[src/rtl/stepIterPkg.sv]
package stepIterPkg;
  // Strobes from the control decision to the counter datapath
  typedef struct packed {
    logic advElem;   // move element index to its next position
    logic zeroElem;  // force element index to 0
    logic incSub;    // increment sub-element index
    logic clrSub;    // force sub-element index to 0
    logic setEnd;    // raise the sticky loop-end flag
  } stepCmd_t;
endpackage

[src/rtl/maskScan.sv]
module maskScan #(
  parameter int STEP_W = 7,
  localparam int ELEMS = 1 << STEP_W
) (
  input  logic [STEP_W-1:0] curIdx,
  input  logic [STEP_W-1:0] lastIdx,
  input  logic [ELEMS-1:0]  mask,
  output logic [STEP_W-1:0] hitIdx
);
  // Lowest set mask bit strictly above curIdx and not beyond lastIdx;
  // falls back to lastIdx when none qualifies.
  always_comb begin
    hitIdx = lastIdx;
    for (int i = ELEMS - 1; i >= 0; i--) begin
      if (mask[i] && (i > int'(curIdx)) && (i <= int'(lastIdx)))
        hitIdx = STEP_W'(i);
    end
  end
endmodule

[src/rtl/stepIterCtrl.sv]
module stepIterCtrl
  import stepIterPkg::*;
(
  input  logic     stepReq,
  input  logic     packMode,
  input  logic     elemAtEnd,
  input  logic     subAtEnd,
  output stepCmd_t cmd
);
  always_comb begin
    cmd = '0;
    if (stepReq) begin
      if (packMode) begin
        // element index is the inner loop
        if (!elemAtEnd) begin
          cmd.advElem = 1'b1;
        end else if (subAtEnd) begin
          cmd.setEnd = 1'b1;
        end else begin
          cmd.incSub   = 1'b1;
          cmd.zeroElem = 1'b1;
        end
      end else begin
        // sub-element index is the inner loop
        if (!subAtEnd) begin
          cmd.incSub = 1'b1;
        end else begin
          cmd.clrSub = 1'b1;
          if (elemAtEnd) begin
            cmd.zeroElem = 1'b1;
            cmd.setEnd   = 1'b1;
          end else begin
            cmd.advElem = 1'b1;
          end
        end
      end
    end
  end
endmodule

[src/rtl/stepIterDp.sv]
module stepIterDp
  import stepIterPkg::*;
#(
  parameter int STEP_W = 7,
  parameter int SUB_W  = 2,
  localparam int ELEMS = 1 << STEP_W
) (
  input  logic              clk,
  input  logic              rst_n,
  input  stepCmd_t          cmd,
  input  logic              clearEnd,
  input  logic              skipEn,
  input  logic [STEP_W-1:0] vecLen,
  input  logic [SUB_W-1:0]  subLen,
  input  logic [ELEMS-1:0]  predMask,
  output logic [STEP_W-1:0] elemStep,
  output logic [SUB_W-1:0]  subStep,
  output logic              loopEnd,
  output logic              elemAtEnd,
  output logic              subAtEnd
);
  logic [STEP_W-1:0] lastIdx;
  logic [STEP_W-1:0] scanIdx;
  logic [STEP_W-1:0] nextElem;

  assign lastIdx   = vecLen - STEP_W'(1);
  assign elemAtEnd = (elemStep == lastIdx);
  assign subAtEnd  = (subStep == subLen);

  maskScan #(.STEP_W(STEP_W)) scanner (
    .curIdx (elemStep),
    .lastIdx(lastIdx),
    .mask   (predMask),
    .hitIdx (scanIdx)
  );

  assign nextElem = skipEn ? scanIdx : (elemStep + STEP_W'(1));

  always_ff @(posedge clk) begin
    if (!rst_n) begin
      elemStep <= '0;
    end else if (cmd.zeroElem) begin
      elemStep <= '0;
    end else if (cmd.advElem) begin
      elemStep <= nextElem;
    end
  end

  always_ff @(posedge clk) begin
    if (!rst_n) begin
      subStep <= '0;
    end else if (cmd.clrSub) begin
      subStep <= '0;
    end else if (cmd.incSub) begin
      subStep <= subStep + SUB_W'(1);
    end
  end

  always_ff @(posedge clk) begin
    if (!rst_n) begin
      loopEnd <= 1'b0;
    end else if (cmd.setEnd) begin
      loopEnd <= 1'b1;
    end else if (clearEnd) begin
      loopEnd <= 1'b0;
    end
  end
endmodule

[src/rtl/stepIter.sv]
module stepIter
  import stepIterPkg::*;
#(
  parameter int STEP_W = 7,
  parameter int SUB_W  = 2,
  localparam int ELEMS = 1 << STEP_W
) (
  input  logic              clk,
  input  logic              rst_n,
  input  logic              stepReq,
  input  logic              clearEnd,
  input  logic              packMode,
  input  logic              skipEn,
  input  logic [STEP_W-1:0] vecLen,
  input  logic [SUB_W-1:0]  subLen,
  input  logic [ELEMS-1:0]  predMask,
  output logic [STEP_W-1:0] elemStep,
  output logic [SUB_W-1:0]  subStep,
  output logic              loopEnd
);
  stepCmd_t cmd;
  logic     elemAtEnd;
  logic     subAtEnd;

  stepIterCtrl ctrl (
    .stepReq  (stepReq),
    .packMode (packMode),
    .elemAtEnd(elemAtEnd),
    .subAtEnd (subAtEnd),
    .cmd      (cmd)
  );

  stepIterDp #(.STEP_W(STEP_W), .SUB_W(SUB_W)) dp (
    .clk      (clk),
    .rst_n    (rst_n),
    .cmd      (cmd),
    .clearEnd (clearEnd),
    .skipEn   (skipEn),
    .vecLen   (vecLen),
    .subLen   (subLen),
    .predMask (predMask),
    .elemStep (elemStep),
    .subStep  (subStep),
    .loopEnd  (loopEnd),
    .elemAtEnd(elemAtEnd),
    .subAtEnd (subAtEnd)
  );
endmodule

[config.mk]
export PLATFORM = sky130hd
export DESIGN_NAME = stepIter
export DESIGN_NICKNAME = d
export VERILOG_FILES = /design/src/rtl/stepIterPkg.sv /design/src/rtl/maskScan.sv /design/src/rtl/stepIterCtrl.sv /design/src/rtl/stepIterDp.sv /design/src/rtl/stepIter.sv
export SDC_FILE = /design/constraint.sdc
export NUM_CORES = 1
export LEC_CHECK = 0
export ABC_AREA = 1
export BUFFER_PORTS_ARGS = -buffer_cell sky130_fd_sc_hd__buf_4
export CELL_PAD_IN_SITES_DETAIL_PLACEMENT = 1
export CELL_PAD_IN_SITES_GLOBAL_PLACEMENT = 2
export CORE_MARGIN = 3
export CORE_UTILIZATION = 28
export DETAILED_ROUTE_END_ITERATION = 10
export HOLD_SLACK_MARGIN = 0.06
export PLACE_DENSITY_LB_ADDON = 0.1
export SLEW_MARGIN = 20
export SYNTH_ARGS = -nofsm -noshare
export SYNTH_HDL_FRONTEND = slang
export SYNTH_SLANG_ARGS = --single-unit
[constraint.sdc]
create_clock -name clk -period 14.4 [get_ports clk]
set_input_delay 1.44 -clock clk [delete_from_list [all_inputs] [get_ports clk]]
set_output_delay 1.44 -clock clk [all_outputs]
set_load 0.05 [all_outputs]
Word level (Yosys, flattened, before mapping):

Cells that the tools add are included.

* input port bits: 143
* register bits after elaboration: 10

* add/subtract/negate cells: 3
* order comparisons: 254
* bitwise gates (word level): 1
* mux-type cells: 143
* equality and inequality tests: 2
* reduce and logical (&&, ||, !) cells: 257

Operator list (count)
* $mux 7: 128
* $gt 7x7->1 const A: 64
* $le 7x7->1 const A: 64
* $logic_and 1x1->1: 254
* $gt 6x7->1 const A: 32
* $le 6x7->1 const A: 32
* $gt 5x7->1 const A: 16
* $le 5x7->1 const A: 16
* $gt 4x7->1 const A: 8
* $le 4x7->1 const A: 8
* $gt 3x7->1 const A: 4
* $le 3x7->1 const A: 4
* $gt 2x7->1 const A: 2
* $le 2x7->1 const A: 2
* $mux 1: 9
* $mux 2: 4
* $add 7x1->7 const B: 1
* $eq 7x7->1: 1
* $gt 1x7->1 const A: 1
* $le 1x7->1 const A: 1
* $sub 7x1->7 const B: 1
* $mux 5: 1
* $reduce_or 2->1: 2
* $mux 3: 1
* 4 further kinds: 4

Logic depth before layout (Yosys ltp):

Gate-level depths: netlist of the first run.

* depth in word-level cells: 131
* gate-level depth with buffers: 118
* mapped depth without buffers: 118

Modules after synthesis:

From an unflattened synthesis of the first run, not the netlist that was laid out.

* cells, all modules: 1137
* area, all modules: 5366.4 sq um

By module, submodules not included
* maskScan: cells each 988, area each 4503.1 sq um, times used 1
* stepIterDp: cells each 133, area each 799.5 sq um, times used 1
* stepIterCtrl: cells each 16, area each 63.8 sq um, times used 1

Least setup slack after synthesis of the first run:

No wires, ideal clock.

* kind: input -> register
* start point: input port vecLen[0]
* end point: register dp.elemStep[0]
* required time: 14.268 ns
* cell stages on the path: 117
* setup slack: 6.601 ns
* data arrival time: 7.667 ns
* path through: inv_2 -> ha_1 -> ha_1 -> inv_2 -> nand3_1 -> nor2_1 -> nand3_1 -> nand2_1 -> nand2_1 -> nand2_1 -> nand2_1 -> nand2_1 -> nand2_1 -> nand2_1 -> nand2_1 -> nand2_1 -> nand2_1 -> nand2_1 -> [... 81 more ...] -> nand2_1 -> nand2_1 -> nand2_1 -> nand2_1 -> nand2_1 -> nand2_1 -> nand2_1 -> nand2_1 -> nand2_1 -> nand2_1 -> nand2_1 -> nand2_1 -> nand2_1 -> nand2_1 -> nand2_1 -> nand2_1 -> nand2_1 -> a21oi_2

* cells in the longest elaborated chain, start to end: 131

Ends and longest elaborated chain
* from (decl): line stepIter.sv:14 `input logic [STEP_W-1:0] vecLen,`
* $sub 7x1->7 (*): line stepIterDp.sv:26 `assign lastIdx = vecLen - STEP_W'(1);`
* $le 7x7->1: line maskScan.sv:15 `if (mask[i] && (i > int'(curIdx)) && (i <= int'(lastIdx)))`
* $logic_and 1x1->1: line maskScan.sv:15
* $mux 7 (127 in series): line maskScan.sv:15
* $mux 7: line stepIterDp.sv:37 `assign nextElem = skipEn ? scanIdx : (elemStep + STEP_W'(1));`
* to (signal assigned): line stepIterDp.sv:45 `elemStep <= nextElem;`
* to (decl): line stepIterDp.sv:16 `output logic [STEP_W-1:0] elemStep,`

Every way passes the cells marked *; elsewhere a longest branch is shown, timed or not.
A chain may end at the register's enable or synchronous reset.

Worst setup path in the final report of the first run:

Ends and elaborated chain as after synthesis.

==> qor.csv, run 1 <==
stage,metric,value,unit
worst_setup_path,critPathLaunch,vecLen[0],
grt,grt.total_usage,0.316,
floorplanning,fp.coreArea,20500,µm²
logic_synthesis,syn_nets,1365,
worst_setup_path,crit_required,14.50,ns
route,vias,9174,
route,wl_per_cell,22.8,µm
worst_setup_path,reg2reg_slack,6.12,ns
worst_setup_path,slowest_stage,nor2_1,
clock_network,htree_levels,1,
clock_network,clkLatencyLatePin,0.24,ns
logic_synthesis,netlist_top_cells_area,"nand2_1 19%, inv_1 13%, nor2_1 12%, o21ai_0 8.1%, a21oi_1 6.0%",
logic_synthesis,ys_warn_count,0,
grt,grt_remaining_overflow,0,
grt,antenna_found_initial,1,
clock_network,cts_buffer_depth,2,
logic_synthesis,synthAdderAreaFrac,0.0169,
sta,finalSetupTns,0,ns
floorplanning,die_y,151,µm
power_and_ir_drop,power.density,57.1,nW/µm²
power_and_ir_drop,ir_drop,0.0691,mV
worst_setup_path,rr_endpoint,dp.elemStep[0],
logic_synthesis,synth-seq-area-share,0.0338,
floorplanning,num_rows,52,
clock_network,cts-buffers-inserted,3,
worst_setup_path,end_kind,register,
run_status,status,completed,
placement,port_buffers,151,
logic_synthesis,synth_top_family_by_area,simple AND/OR/NAND/NOR gates,
finish,drive_gt1_frac,0.155,
route,dr.pass1.iters,5,
clock_network,cts-resized-gates,0,
worst_setup_path,slowest_delay,0.74,ns
finish,final_cells,1628,
sta,maxSlewHeadroom,0.332,
clock_network,cts.sink_count,10,
route,dr.first_iter.drc_count,865,
logic_synthesis,netlist_top_cells_count,"305 x nand2_1, 208 x inv_1, 190 x nor2_1, 96 x o21ai_0, 71 x a21oi_1",
logic_synthesis,synth_compound_area_frac,0.292,
hold_path,whs_endpoint,dp.loopEnd,
hold_path,hold_depth,2,
worst_setup_path,worst-r2r-cell-count,110,
worst_setup_path,critical_path_class,primary input to register,
finish,fin_nets,1510,
logic_synthesis,async_flop_share,0,
logic_synthesis,synth_edf_count,0,
sta,setup_violations,0,
hold_path,worst_hold_path_type,register to register,
logic_synthesis,yosysUniqueCellTypes,53,
sta,max_freq,0.105,GHz
route,vias_per_cell,5.64,
placement,post-place-ws,4.71,ns
logic_synthesis,syn_inst,1214,
placement,gp_congestion,0.975,
sta,worst_pin_slew,0.998,ns
sta,skew,0.000403,ns
logic_synthesis,synth.largest_area_cell,nand2_1,
grt,grtUsageMet2,0.506,
route,wirelength,37200,µm
logic_synthesis,yosys.area_share.xor_xnor,0.00592,
sta,rsz0062_at_grt,false,
logic_synthesis,avgSynthCellArea,4.88,µm²
logic_synthesis,ys_ff_latch,10,
flow_run,maxCapViolCount,0,
logic_synthesis,yosysMostFrequentCell,nand2_1,
logic_synthesis,synth_ff_type,dfxtp_1,
logic_synthesis,netlist_area,5920,µm²
route,ant_nets,0,
clock_network,ctsHoldBuffers,0,
worst_setup_path,crit_top_cell,nand2_1,
floorplanning,initial_core_util,0.289,
worst_setup_path,critPathLaunchType,primary input,
logic_synthesis,synthMuxAreaShare,0,
placement,post-dp-hpwl,30400,µm
clock_network,clk_pin_slew_worst_paths,0.04,ns
placement,dp.cells,1624,
floorplanning,die_w,151,µm
worst_setup_path,worst_ep_arrival_time,9.65,ns
floorplanning,dieArea,22900,µm²
logic_synthesis,synth.top_cell.area_share,0.193,
route,drc,0,
grt,grt_max_degree,27,
clock_network,post_cts_buffers,0,
sta,finalMaxSlewViolations,0,
finish,area_growth,25.7,%
floorplanning,io_pins,153,
logic_synthesis,yosys.area_share.simple,0.492,
sta,post-route-period-util,0.663,
power_and_ir_drop,p_leak,3.80,nW
grt,grt_busiest_layer,met2,
clock_network,cts_root_buf,clkbuf_16,
sta,final.setup.worst_slack,4.85,ns
grt,met3_usage,0.0601,
grt,grt_pass1_vias,9146,
worst_setup_path,reg2reg_from,dp.elemStep[3],
sta,fin_crit,9.55,ns
worst_setup_path,cp_max_fo,10,
grt,use_met1,0.421,
sta,hold_violations,0,
finish,fillers,2988,
hold_path,hold_start,dp.loopEnd,
grt,grt_first_pass_wirelength,54300,µm
clock_network,cts_tree,built,
## sequential cells by signal (all words and copies together) (netlist names)
register	count
dp.elemStep	7
dp.loopEnd	1
dp.subStep	2
## layout by cell type (no fill, tap or decap), drive strengths merged, types with 16 or more instances in the layout
cell type,Yosys,layout
nand4,22,22
nor3,35,35
buf,7,156
nand3,49,49
o2111ai,33,33
a21oi,74,74
a31oi,16,16
o21ai,97,97
nor4,20,20
inv,229,229
nor2,199,199
o211ai,17,17
nand2,315,315
## metrics by stage
step | hold slack [ns] | cell area [µm²] | total power, mW | utilization
after detailed placement | 0.476 | 7360 | 0.367 | 0.359
after CTS | 0.484 | 7440 | 0.418 | 0.363
after global placement | 0.471 | 7360 | 0.365 | 0.359
after floorplan | 0.689 | 5920 | 0.238 | -
final | 0.476 | 7440 | 0.425 | 0.363
after global routing | 0.516 | 7440 | 0.461 | 0.363
## power by group
part	switching, mW	internal [mW]
Combinational	0.233	0.106
Clock	0.0133	0.0361
Sequential	0.00654	0.0298
Total	0.253	0.171
## cell families (layout without fill, tap and decap cells)
| kind of cell | Yosys count | after routing |
|---|---|---|
| AO/OA/AOI/OAI | 279 | 279 |
| flip-flops | 10 | 10 |
| AND/OR/NAND/NOR | 664 | 664 |
| adder cells (fa/ha/maj) | 8 | 8 |
| other | 0 | 1 |
| buffers and inverters | 249 | 392 |
| XOR/XNOR | 4 | 4 |
## how the worst max path moves through the flow
stage                                 to  slack, ns  cells after the start
after CTS                 dp.elemStep[0]       4.89                    109
after global placement    dp.elemStep[0]       4.72                    109
after global routing      dp.elemStep[0]       3.78                    117
final                     dp.elemStep[0]       4.85                    109
after detailed placement  dp.elemStep[0]       4.71                    113
after floorplan           dp.elemStep[0]       6.60                    117
## cell type report
cell class / instances / area (µm²) / area share
repair buffers: 156 / 1170 / 0.157
clock buffers: 3 / 75.1 / 0.0101
inverters: 233 / 877 / 0.118
well taps: 270 / 338 / 0.0454
flip-flops and latches: 10 / 200 / 0.0269
diodes: 1 / 2.50 / 0.000336
multi-input cells: 955 / 4770 / 0.642
## critical path: cells and delay by family
family,cells,cell delay (ns)
buffers and inverters,4,0.75
and+or+nand+nor,100,6.16
adders and majority gates,2,0.78
AOI/OAI and AO/OA,3,0.52
## per-layer routing
layer	wire, µm	part of all wire
met3	3190	0.086
met4	1580	0.042
met5	13	0.00035
met1	16000	0.43
met2	16400	0.44
No activity file was read; power rests on OpenSTA's default activity.
==> run 2: changes to the inputs <==
ABC_AREA = 0   (was 1)
CORE_UTILIZATION = 27   (was 28)
clock period = 8.6 ns   (was 14.4 ns; I/O delays follow)
==> qor.csv, run 2 <==
stage,metric,value,unit
worst_setup_path,worst-r2r-cell-count,12,
finish,final_common_cell,buf_4,
finish,mostFrequentLayoutCells,"187 x buf_4, 106 x nand2_1, 96 x a21oi_1, 94 x o21ai_0, 86 x nor2_1",
finish,final_cells,1547,
finish,fin_nets,1368,
finish,drive_gt1_frac,0.193,
worst_setup_path,critPathLaunch,vecLen[0],
grt,grt_pass1_vias,10800,
logic_synthesis,yosysUniqueCellTypes,83,
floorplanning,dieArea,27900,µm²
route,vias_per_cell,7.19,
worst_setup_path,reg2reg_from,dp.elemStep[0],
clock_network,cts_buffer_depth,2,
logic_synthesis,netlist_top_cells_count,"106 x nand2_1, 96 x a21oi_1, 95 x o21ai_0, 86 x nor2_1, 76 x clkbuf_1",
sta,fin_crit,6.35,ns
logic_synthesis,netlist_area,6990,µm²
sta,post-route-period-util,0.738,
logic_synthesis,synth-seq-area-share,0.0286,
power_and_ir_drop,p_leak,3.12,nW
finish,largest_reg_flops,7,
route,dr.first_iter.drc_count,1465,
logic_synthesis,avgSynthCellArea,6.22,µm²
placement,gp_congestion,1.09,
placement,dp.cells,1542,
floorplanning,fp.coreArea,25300,µm²
grt,antenna_found_initial,1,
run_status,status,completed,
clock_network,cts-buffers-inserted,3,
grt,grt_first_pass_wirelength,76900,µm
worst_setup_path,crit_required,8.79,ns
finish,area_growth,21.9,%
grt,grt_max_degree,59,
sta,finalSetupTns,0,ns
worst_setup_path,cp_max_fo,33,
power_and_ir_drop,ir_drop,0.145,mV
hold_path,hold_start,dp.elemStep[6],
hold_path,hold_depth,2,
logic_synthesis,ys_ff_latch,10,
sta,finalMaxSlewViolations,0,
floorplanning,num_rows,58,
logic_synthesis,netlist_top_cells_area,"a21oi_1 6.9%, o21ai_0 6.8%, nand2_1 5.7%, nor2_1 4.6%, o211ai_1 4.6%",
hold_path,worst_hold_path_type,register to register,
logic_synthesis,yosysMostFrequentCell,nand2_1,
logic_synthesis,syn_inst,1125,
route,drc,0,
worst_setup_path,critical_path_class,primary input to register,
power_and_ir_drop,power.density,82.1,nW/µm²
sta,hold_violations,0,
placement,post-dp-hpwl,41000,µm
sta,worst_pin_slew,1.13,ns
floorplanning,die_y,167,µm
clock_network,cts_tree,built,
floorplanning,io_pins,153,
logic_synthesis,async_flop_share,0,
sta,max_freq,0.158,GHz
logic_synthesis,ys_warn_count,0,
clock_network,cts-resized-gates,0,
grt,grt.total_usage,0.368,
sta,rsz0062_at_grt,false,
clock_network,cts_root_buf,clkbuf_16,
worst_setup_path,end_kind,register,
clock_network,clkLatencyLatePin,0.26,ns
placement,post-place-ws,2.30,ns
route,dr.pass1.iters,6,
logic_synthesis,synth.top_cell.area_share,0.0687,
sta,maxSlewHeadroom,0.239,
finish,top_register,dp.elemStep,
clock_network,post_cts_buffers,0,
worst_setup_path,worst_ep_arrival_time,6.53,ns
clock_network,ctsHoldBuffers,0,
clock_network,clk_pin_slew_worst_paths,0.05,ns
sta,final.setup.worst_slack,2.25,ns
grt,grt_remaining_overflow,0,
flow_run,maxCapViolCount,0,
route,wirelength,54400,µm
floorplanning,die_w,167,µm
placement,port_buffers,151,
finish,stdcell_area,8520,µm²
route,ant_nets,0,
sta,skew,0.00614,ns
logic_synthesis,synth.largest_area_cell,a21oi_1,
floorplanning,initial_core_util,0.276,
route,wl_per_cell,35.2,µm
sta,setup_violations,0,
logic_synthesis,synth_ff_type,dfxtp_1,
clock_network,htree_levels,1,
logic_synthesis,syn_nets,1276,
logic_synthesis,synth_edf_count,0,
clock_network,cts.sink_count,10,
worst_setup_path,critPathLaunchType,primary input,
route,vias,11100,
placement,dpl_cell_area,8420,µm²
finish,reg_top3,"dp.elemStep (7), dp.subStep (2), dp.loopEnd (1)",
-- run 2: where the power goes --
| part | switching, mW | internal (mW) | leakage (nW) |
|---|---|---|---|
| registers | 0.00177 | 0.0481 | 0.0821 |
| clock network | 0.0331 | 0.0709 | 0.0442 |
| logic | 0.370 | 0.176 | 2.99 |
-- run 2: final timing paths --
| check | to | slack [ns] |
|---|---|---|
| worst max-delay path | dp.elemStep[0] | 2.25 |
| worst min register to register | dp.elemStep[6] | 0.53 |
| worst min-delay path | dp.elemStep[6] | 0.53 |
| worst max register to register | dp.elemStep[1] | 3.22 |
-- run 2: per-layer routing --
layer / vias up / track usage / part of all wire / wire [µm]
met1: 5439 / 0.500 / 0.40 / 21800
li1: 4661 / - / - / -
met3: 189 / 0.0622 / 0.11 / 5970
met5: - / 0 / 0 / 0
met4: 0 / 0.215 / 0.074 / 4020
met2: 838 / 0.547 / 0.42 / 22600
-- run 2: logic make-up after synthesis --
logic type | after synthesis | share of synthesized area
AO/OA/AOI/OAI | 537 | 0.543
flip-flops | 10 | 0.0286
adder cells (fa/ha/maj) | 8 | 0.0143
buffers and inverters | 129 | 0.0741
XOR/XNOR | 13 | 0.0222
AND/OR/NAND/NOR | 428 | 0.318
-- run 2: per-stage QoR --
| step | utilization | power, mW | hold slack (ns) |
|---|---|---|---|
| after global placement | 0.332 | 0.566 | 0.503 |
| after floorplan | - | 0.334 | 0.795 |
| after CTS | 0.336 | 0.671 | 0.534 |
| after global routing | 0.336 | 0.718 | 0.570 |
| final | 0.337 | 0.700 | 0.532 |
| after detailed placement | 0.332 | 0.566 | 0.508 |
-- run 2: area by class of cell --
cell class / count / area, µm²
tap: 330 / 413
timing repair buffer: 187 / 1400
clock buffer: 4 / 88.8
multi-input combinational: 986 / 6300
sequential: 10 / 203
inverter: 29 / 109
antenna: 1 / 2.50
fill: 3301 / 16800
-- run 2: worst max-delay path: stages --
cell	delay, ns
buf_4	0.22
inv_1	0.09
ha_1	0.36
or3b_1	0.59
or4_1	0.92
nand2_1	0.65
buf_4	0.46
o21ai_0	0.21
a32oi_1	0.32
o2111ai_1	0.14
a2111oi_1	0.85
o2111ai_1	0.22
or3_1	0.45
a21oi_1	0.16
==> run 3: changes to the inputs <==
ABC_AREA = 1   (was 0)
CORE_UTILIZATION = 23   (was 27)
clock period = 5.1 ns   (was 8.6 ns; I/O delays follow)
==> qor.csv, run 3 (synthesis gave the netlist of run 1 again) <==
stage,metric,value,unit
run_status,status,"finished, violations left",
run_status,violations,negative setup slack,
sta,worst_pin_slew,0.752,ns
sta,fin_crit,7.17,ns
finish,top_register,dp.elemStep,
sta,post-route-period-util,1.41,
power_and_ir_drop,power.density,148,nW/µm²
clock_network,cts_buffer_depth,2,
clock_network,clk_pin_slew_worst_paths,0.04,ns
clock_network,cts.sink_count,10,
floorplanning,num_rows,58,
worst_setup_path,critical_path_class,primary input to register,
finish,reg_top3,"dp.elemStep (7), dp.subStep (2), dp.loopEnd (1)",
grt,antenna_found_initial,2,
sta,max_freq,0.140,GHz
grt,grt_remaining_overflow,0,
route,ant_nets,0,
hold_path,hold_start,dp.loopEnd,
finish,fillers,3535,
finish,final_common_cell,buf_4,
route,met1Wirelength,18800,µm
finish,area_growth,77.6,%
route,dr.pass1.iters,6,
floorplanning,dieArea,27700,µm²
worst_setup_path,cpLargestDelayFamily,simple AND/OR/NAND/NOR gates,
worst_setup_path,crit_top_cell,nand2_1,
route,dr_wl_met2,20300,µm
worst_setup_path,rr_endpoint,dp.elemStep[0],
clock_network,htree_levels,1,
worst_setup_path,cp.buffers_inverters,5,
finish,mostFrequentLayoutCells,"487 x buf_4, 297 x nand2_1, 207 x inv_1, 183 x nor2_1, 87 x o21ai_0",
finish,largest_reg_flops,7,
sta,final.setup.worst_slack,-2.07,ns
clock_network,cts_root_buf,clkbuf_16,
sta,rsz0062_at_grt,true,
grt,grt.total_usage,0.296,
worst_setup_path,cp_max_fo,4,
floorplanning,initial_core_util,0.234,
grt,grt_pass1_vias,10600,
hold_path,whs_endpoint,dp.loopEnd,
clock_network,cts-buffers-inserted,3,
route,vias,10400,
finish,stdcell_area,10500,µm²
worst_setup_path,crit_required,5.27,ns
floorplanning,die_y,166,µm
sta,maxSlewHeadroom,0.486,
flow_run,maxCapViolCount,0,
sta,finalMaxSlewViolations,0,
grt,grt_first_pass_wirelength,63500,µm
clock_network,clkLatencyLatePin,0.24,ns
route,wl_per_cell,21.5,µm
sta,setup_violations,2,
worst_setup_path,slowest_stage,nand4_1,
route,wl_met3,2770,µm
worst_setup_path,end_kind,register,
finish,final_core_util,0.416,
floorplanning,die_w,166,µm
finish,fin_nets,1850,
floorplanning,io_pins,153,
worst_setup_path,slowest_delay,0.20,ns
route,dr.first_iter.drc_count,864,
worst_setup_path,critPathLaunchType,primary input,
sta,hold_violations,0,
placement,post-place-ws,-2.38,ns
clock_network,cts_tree,built,
floorplanning,fp.coreArea,25300,µm²
placement,gp_congestion,0.970,
worst_setup_path,worst-r2r-cell-count,110,
power_and_ir_drop,p_leak,5.51,nW
worst_setup_path,reg2reg_from,dp.elemStep[0],
hold_path,hold_depth,2,
hold_path,worst_hold_path_type,register to register,
sta,skew,0.00366,ns
worst_setup_path,worst_ep_arrival_time,7.34,ns
worst_setup_path,reg2reg_slack,-1.98,ns
placement,dpl_cell_area,9930,µm²
finish,drive_gt1_frac,0.358,
placement,port_buffers,151,
power_and_ir_drop,total_power,1.56,mW
route,wirelength,43700,µm
route,vias_per_cell,5.14,
placement,post-dp-hpwl,37200,µm
grt,grt_max_degree,18,
power_and_ir_drop,ir_drop,0.127,mV
route,top_layer_used,met5,
route,drc,0,
==> run 3: worst max path at each step <==
stage	startpoint	end	slack, ns	cells after the start
after floorplan	vecLen[1]	dp.elemStep[0]	-1.34	117
after global placement	vecLen[1]	dp.elemStep[0]	-2.35	113
after detailed placement	vecLen[1]	dp.elemStep[0]	-2.38	113
after CTS	vecLen[0]	dp.elemStep[0]	-2.07	120
after global routing	vecLen[1]	dp.elemStep[0]	-3.44	118
final	vecLen[1]	dp.elemStep[0]	-2.07	115
==> run 3: final cells by class <==
| class | instances | area [µm²] | share of cell area |
|---|---|---|---|
| clock buffer | 4 | 88.8 | 0.00845 |
| sequential | 10 | 205 | 0.0195 |
| multi-input combinational | 955 | 5120 | 0.487 |
| timing repair buffer | 496 | 3790 | 0.360 |
| inverter | 233 | 892 | 0.0849 |
| tap | 330 | 413 | 0.0393 |
| antenna | 1 | 2.50 | 0.000238 |
==> run 3: worst register-to-register path, delay by kind of cell, from the launching register on <==
family                     cells  cell delay [ns]
and+or+nand+nor              103             5.94
buffers and inverters          4             0.33
AOI/OAI and AO/OA              2             0.33
adders and majority gates      1             0.15
DFF                            1             0.32
==> run 3: where the power goes <==
part / switching (mW) / internal [mW] / total [mW]
sequential: 0.00637 / 0.0849 / 0.0913
clock: 0.0398 / 0.118 / 0.158
combinational: 0.776 / 0.533 / 1.31
==> run 3: per-layer routing <==
layer | track usage | vias to the layer above
li1 | - | 5019
met1 | 0.389 | 4963
met2 | 0.506 | 375
met3 | 0.0375 | 77
met4 | 0.0958 | 2
met5 | 0 | -
==> run 3: timing repair <==
action,CTS,global route
setup buffers,5,13
setup endpoints to repair,4,6
endpoints found under the hold margin,0,0
pin swaps,18,50
hold buffers,0,0
resized for setup,24,60
==> run 3: per-stage QoR <==
stage	hold slack (ns)	setup TNS, ns	instances
detailed placement	0.484	-5.15	2006
floorplan	0.648	-1.89	1214
CTS	0.491	-3.69	2015
global placement	0.467	-4.97	2006
finish	0.481	-3.73	2029
global route	0.514	-6.08	2029
